`src/rtl/issue_aligner_pkg.sv`:
```
// Shared lane identifiers for the issue aligner.
// Assumes: lane order data 1, data 2, control is fixed.
package issue_aligner_pkg;
    typedef enum logic [1:0] {
        LANE_D1   = 2'd0,
        LANE_D2   = 2'd1,
        LANE_CTL  = 2'd2,
        LANE_DONE = 2'd3
    } lane_e;
endpackage

```
`src/rtl/aln_classify.sv`:
```
// Splits each window entry into a data mark and a control mark.
// Assumes: an invalid entry carries neither mark.
module aln_classify #(
    parameter int FW = 4
) (
    input  logic [FW-1:0] vld,
    input  logic [FW-1:0] ctl,
    output logic [FW-1:0] is_data,
    output logic [FW-1:0] is_ctrl
);
    for (genvar g = 0; g < FW; g++) begin : g_lane
        // Per-entry class decode.
        assign is_data[g] = vld[g] & ~ctl[g];
        assign is_ctrl[g] = vld[g] &  ctl[g];
    end
endmodule

```
`src/rtl/aln_pick.sv`:
```
// Forms one issue group from the classified window.
// Walks entries oldest first; the next free lane only moves forward,
// and the group closes at the first entry that has no lane left.
// Assumes: at most three lanes; count never exceeds 3.
module aln_pick
    import issue_aligner_pkg::*;
#(
    parameter int FW = 4,
    localparam int LW = (FW > 1) ? $clog2(FW) : 1
) (
    input  logic [FW-1:0] is_data,
    input  logic [FW-1:0] is_ctrl,
    output logic          d1_hit,
    output logic [LW-1:0] d1_idx,
    output logic          d2_hit,
    output logic [LW-1:0] d2_idx,
    output logic          c_hit,
    output logic [LW-1:0] c_idx,
    output logic [1:0]    take
);
    lane_e      nxt;
    logic       stop;

    // Group formation scan.
    always_comb begin
        nxt    = LANE_D1;
        stop   = 1'b0;
        take   = 2'd0;
        d1_hit = 1'b0;
        d2_hit = 1'b0;
        c_hit  = 1'b0;
        d1_idx = '0;
        d2_idx = '0;
        c_idx  = '0;
        for (int i = 0; i < FW; i++) begin
            if (!stop) begin
                if (is_data[i] && nxt == LANE_D1) begin
                    d1_hit = 1'b1;
                    d1_idx = LW'(i);
                    nxt    = LANE_D2;
                    take   = take + 2'd1;
                end else if (is_data[i] && nxt == LANE_D2) begin
                    d2_hit = 1'b1;
                    d2_idx = LW'(i);
                    nxt    = LANE_CTL;
                    take   = take + 2'd1;
                end else if (is_ctrl[i] && nxt != LANE_DONE) begin
                    c_hit  = 1'b1;
                    c_idx  = LW'(i);
                    nxt    = LANE_DONE;
                    take   = take + 2'd1;
                end else begin
                    stop   = 1'b1;
                end
            end
        end
    end
endmodule

```
`src/rtl/aln_status_fwd.sv`:
```
// Registers data-pipeline status bits toward the control lane.
// Assumes: status is independent of issue stall.
module aln_status_fwd #(
    parameter int SW = 4
) (
    input  logic            clk,
    input  logic            rst_n,
    input  logic [SW-1:0]   st1_in,
    input  logic [SW-1:0]   st2_in,
    output logic [2*SW-1:0] c_status
);
    // One-cycle status transfer.
    always_ff @(posedge clk) begin
        if (!rst_n) c_status <= '0;
        else        c_status <= {st2_in, st1_in};
    end
endmodule

```
`src/rtl/issue_aligner.sv`:
```
// Three-lane issue aligner top: classify, pick a group, register it.
// Assumes: window entry 0 is oldest; consumed is combinational so
// fetch can shift in the same cycle.
module issue_aligner #(
    parameter int FW = 4,
    parameter int IW = 32,
    parameter int SW = 4
) (
    input  logic            clk,
    input  logic            rst_n,
    input  logic            stall,
    input  logic [FW-1:0]   win_vld,
    input  logic [FW-1:0]   win_ctl,
    input  logic [FW*IW-1:0] win_word,
    output logic [1:0]      consumed,
    output logic            d1_vld,
    output logic [IW-1:0]   d1_word,
    output logic            d2_vld,
    output logic [IW-1:0]   d2_word,
    output logic            c_vld,
    output logic [IW-1:0]   c_word,
    input  logic [SW-1:0]   st1_in,
    input  logic [SW-1:0]   st2_in,
    output logic [2*SW-1:0] c_status
);
    localparam int LW = (FW > 1) ? $clog2(FW) : 1;

    logic [FW-1:0] is_data, is_ctrl;
    logic          d1_hit, d2_hit, c_hit;
    logic [LW-1:0] d1_idx, d2_idx, c_idx;
    logic [1:0]    take;
    logic [IW-1:0] d1_sel, d2_sel, c_sel;

    aln_classify #(.FW(FW)) u_cls (
        .vld(win_vld), .ctl(win_ctl), .is_data(is_data), .is_ctrl(is_ctrl)
    );

    aln_pick #(.FW(FW)) u_pick (
        .is_data(is_data), .is_ctrl(is_ctrl),
        .d1_hit(d1_hit), .d1_idx(d1_idx),
        .d2_hit(d2_hit), .d2_idx(d2_idx),
        .c_hit(c_hit),   .c_idx(c_idx),
        .take(take)
    );

    aln_status_fwd #(.SW(SW)) u_stat (
        .clk(clk), .rst_n(rst_n), .st1_in(st1_in), .st2_in(st2_in),
        .c_status(c_status)
    );

    // Word steering from chosen window entries; unused lanes read zero.
    always_comb begin
        d1_sel = d1_hit ? win_word[d1_idx*IW +: IW] : '0;
        d2_sel = d2_hit ? win_word[d2_idx*IW +: IW] : '0;
        c_sel  = c_hit  ? win_word[c_idx*IW +: IW]  : '0;
    end

    // Report taken count only when issue actually happens.
    assign consumed = stall ? 2'd0 : take;

    // Issue register; holds while stalled.
    always_ff @(posedge clk) begin
        if (!rst_n) begin
            d1_vld <= 1'b0; d1_word <= '0;
            d2_vld <= 1'b0; d2_word <= '0;
            c_vld  <= 1'b0; c_word  <= '0;
        end else if (!stall) begin
            d1_vld <= d1_hit; d1_word <= d1_sel;
            d2_vld <= d2_hit; d2_word <= d2_sel;
            c_vld  <= c_hit;  c_word  <= c_sel;
        end
    end
endmodule

```
`config.mk`:
```
export PLATFORM = sky130hd
export DESIGN_NAME = issue_aligner
export DESIGN_NICKNAME = d
export VERILOG_FILES = /design/src/rtl/issue_aligner_pkg.sv /design/src/rtl/aln_classify.sv /design/src/rtl/aln_pick.sv /design/src/rtl/aln_status_fwd.sv /design/src/rtl/issue_aligner.sv
export SDC_FILE = /design/constraint.sdc
export NUM_CORES = 1
export LEC_CHECK = 0
export ABC_CLOCK_PERIOD_IN_PS = 2400
export CORE_UTILIZATION = 55
export DETAILED_ROUTE_END_ITERATION = 16
export DONT_BUFFER_PORTS = 1
export GPL_TIMING_DRIVEN = 0
export PLACE_DENSITY = 0.76
export SYNTH_ARGS = -nofsm -noshare
export SYNTH_HDL_FRONTEND = slang
export SYNTH_HIERARCHICAL = 1
export SYNTH_SLANG_ARGS = --single-unit
```
`constraint.sdc`:
```
create_clock -name clk -period 2.4 [get_ports clk]
set_input_delay 0.12 -clock clk [delete_from_list [all_inputs] [get_ports clk]]
set_output_delay 0.12 -clock clk [all_outputs]
set_load 0.02 [all_outputs]
```
==> flow_summary.ini <==
[floorplan]
initial_core_util = 0.569
core_um2 = 10900
io_pins = 256
die_h_um = 108
dieArea_um2 = 11700
num_rows = 38
die_w_um = 108

[global_route]
grt_overflow = 0
antenna_found_initial = 0
grt_max_degree = 16
track_usage = 0.330
grt_pass1_wl_um = 29300
grt_pass1_vias = 5565

[timing]
relSlewSlack = 0.506
finalCritPeriodShare = 0.923
fin_hold_ws_ps = -1.83
layout_min_cycle_time_ps = 2220
worst_slew_pin_slew_ps = 741
finalClockSkew_ps = 0
fin_setup_tns_ps = 0
maxSlewViolCount = 0
hold_viol = 1
fmax_ghz = 0.451
finalSetupViolations = 0
rsz0062_at_grt = false

[cts]
htreeDepth = 3
clkLatencyLatePin_ps = 370
clk_path_buf_depth = 2
post_cts_buffers = 0
numClockSinks = 107
clkSlewWorstSetupHoldPaths_ps = 100
cts_buffers = 9
root_buffer = clkbuf_8
cts_tree = built

[worst_hold_path]
hold_class = in2reg
holdPathStages = 3

[critical_path]
path_class = in2reg
rr_worst_depth = 1
crit_required_ps = 2670
critPathCaptureType = flip-flop
crit_arrival_ps = 2480
critPathMaxFanout = 10
slowest_stage = dlygate4sd3_1
crit_top_cell = buf_2
cpPeakStageDelay_ps = 580
start_kind = input port
path_cells = nor2b_1 -> and3_2 -> buf_2 -> buf_2 -> mux2i_1 -> dlygate4sd3_1 -> nor2_1 -> a221o_1

[cells_and_area]
finalInstanceArea_um2 = 6820
nNetsFinal = 785
n_antenna_cell = 0
final_util = 0.627
drive_above_1_share = 0.259
areaGrowthSynthToFinish_pct = 10.1

[place]
place_hpwl_um = 13700
postPlaceCellArea_um2 = 6380
io_buffers = 0
gp_congestion = 0.880

[routing]
viasPerCell = 6.67
routed_wl_um = 19700
vias = 5210
route.detailed.drc = 0
drt_iter0_drc = 346
wl_per_cell_um = 25.2
drtPass1Iterations = 5
ant_nets = 0

[run_status]
status = complete, but fails checks
violations = hold timing

[yosys]
ys.warnings.count = 6
syn_inst = 596
avgSynthCellArea_um2 = 10.4
synth_area_um2 = 6200

[pwr]
powerDensity_nw_per_um2 = 512
p_leak_uw = 0.00275
peakVddDrop_mv = 0.280

[flow_run]
maxCapViolations = 0
==> power by group <==
part / leakage [uW] / total [uW] / internal [uW] / switching (uW)
sequential: 0.000869 / 1930 / 1830 / 103
clock: 0.0000795 / 1040 / 403 / 635
combinational: 0.00180 / 525 / 287 / 238
==> worst max-delay path, delay by kind of cell <==
| family | cells | cell delay, ps |
|---|---|---|
| and+or+nand+nor | 3 | 670 |
| AOI/OAI and AO/OA | 1 | 250 |
| buffers and inverters | 3 | 1190 |
| muxes | 1 | 250 |
==> cell type report <==
type                    count  area, um^2
well taps                 140         175
clock buffers              13         149
inverters                   1        3.75
clock inverters             2        12.5
repair buffers             28         280
plain buffers              60         365
multi-input cells         430        3690
flip-flops and latches    107        2140
fillers                   931        4070
==> cells in the final DEF (no fill, tap or decap), types with 2 or more instances in the layout <==
cell type,instances
dfxtp_1,107
buf_6,7
dlygate4sd3_1,28
nor4bb_1,2
mux2i_1,101
and2_2,2
nor2_1,98
and2_1,11
clkbuf_8,10
nor2b_1,7
buf_4,12
conb_1,3
buf_2,32
nand4b_1,3
mux2_2,96
clkbuf_2,2
a221o_1,96
clkbuf_1,10
==> registers in the layout (all words and copies together) (netlist names) <==
name / flops
d2_word: 32
d2_vld: 1
d1_word: 32
c_word: 32
c_vld: 1
u_stat/c_status: 8
d1_vld: 1
==> metal layers <==
metal | wire (um) | GRT usage | part of all wire | vias to the layer above
met5 | 0 | 0 | 0 | -
li1 | - | - | - | 2342
met4 | 603 | 0.159 | 0.031 | 0
met2 | 9350 | 0.561 | 0.48 | 300
met3 | 2070 | 0.112 | 0.11 | 56
met1 | 7650 | 0.367 | 0.39 | 2512
==> stage by stage <==
| step | worst slack, ps | instances | total power, uW |
|---|---|---|---|
| after floorplan | 598 | 598 | 2350 |
| after global placement | 250 | 738 | 2410 |
| after detailed placement | 231 | 738 | 2420 |
| after CTS | 225 | 781 | 3450 |
| after global routing | 16.6 | 781 | 3590 |
| final | 185 | 781 | 3490 |
==> worst paths after layout <==
path                          startpoint  slack, ps                       to
setup reg to reg  c_word[2]$_SDFFE_PN0N_       1520   c_word[2]$_SDFFE_PN0N_
setup / recovery              win_vld[0]        180   c_word[1]$_SDFFE_PN0N_
hold / removal              win_word[57]         -2  c_word[25]$_SDFFE_PN0N_
hold reg to reg       c_vld$_SDFFE_PN0N_        650       c_vld$_SDFFE_PN0N_
==> repair_timing <==
action                    in CTS  in global routing
hold buffers                  28                  0
hold endpoints to repair      26                  0
resized for setup              0                  0
No activity file was read; power rests on OpenSTA's default activity.
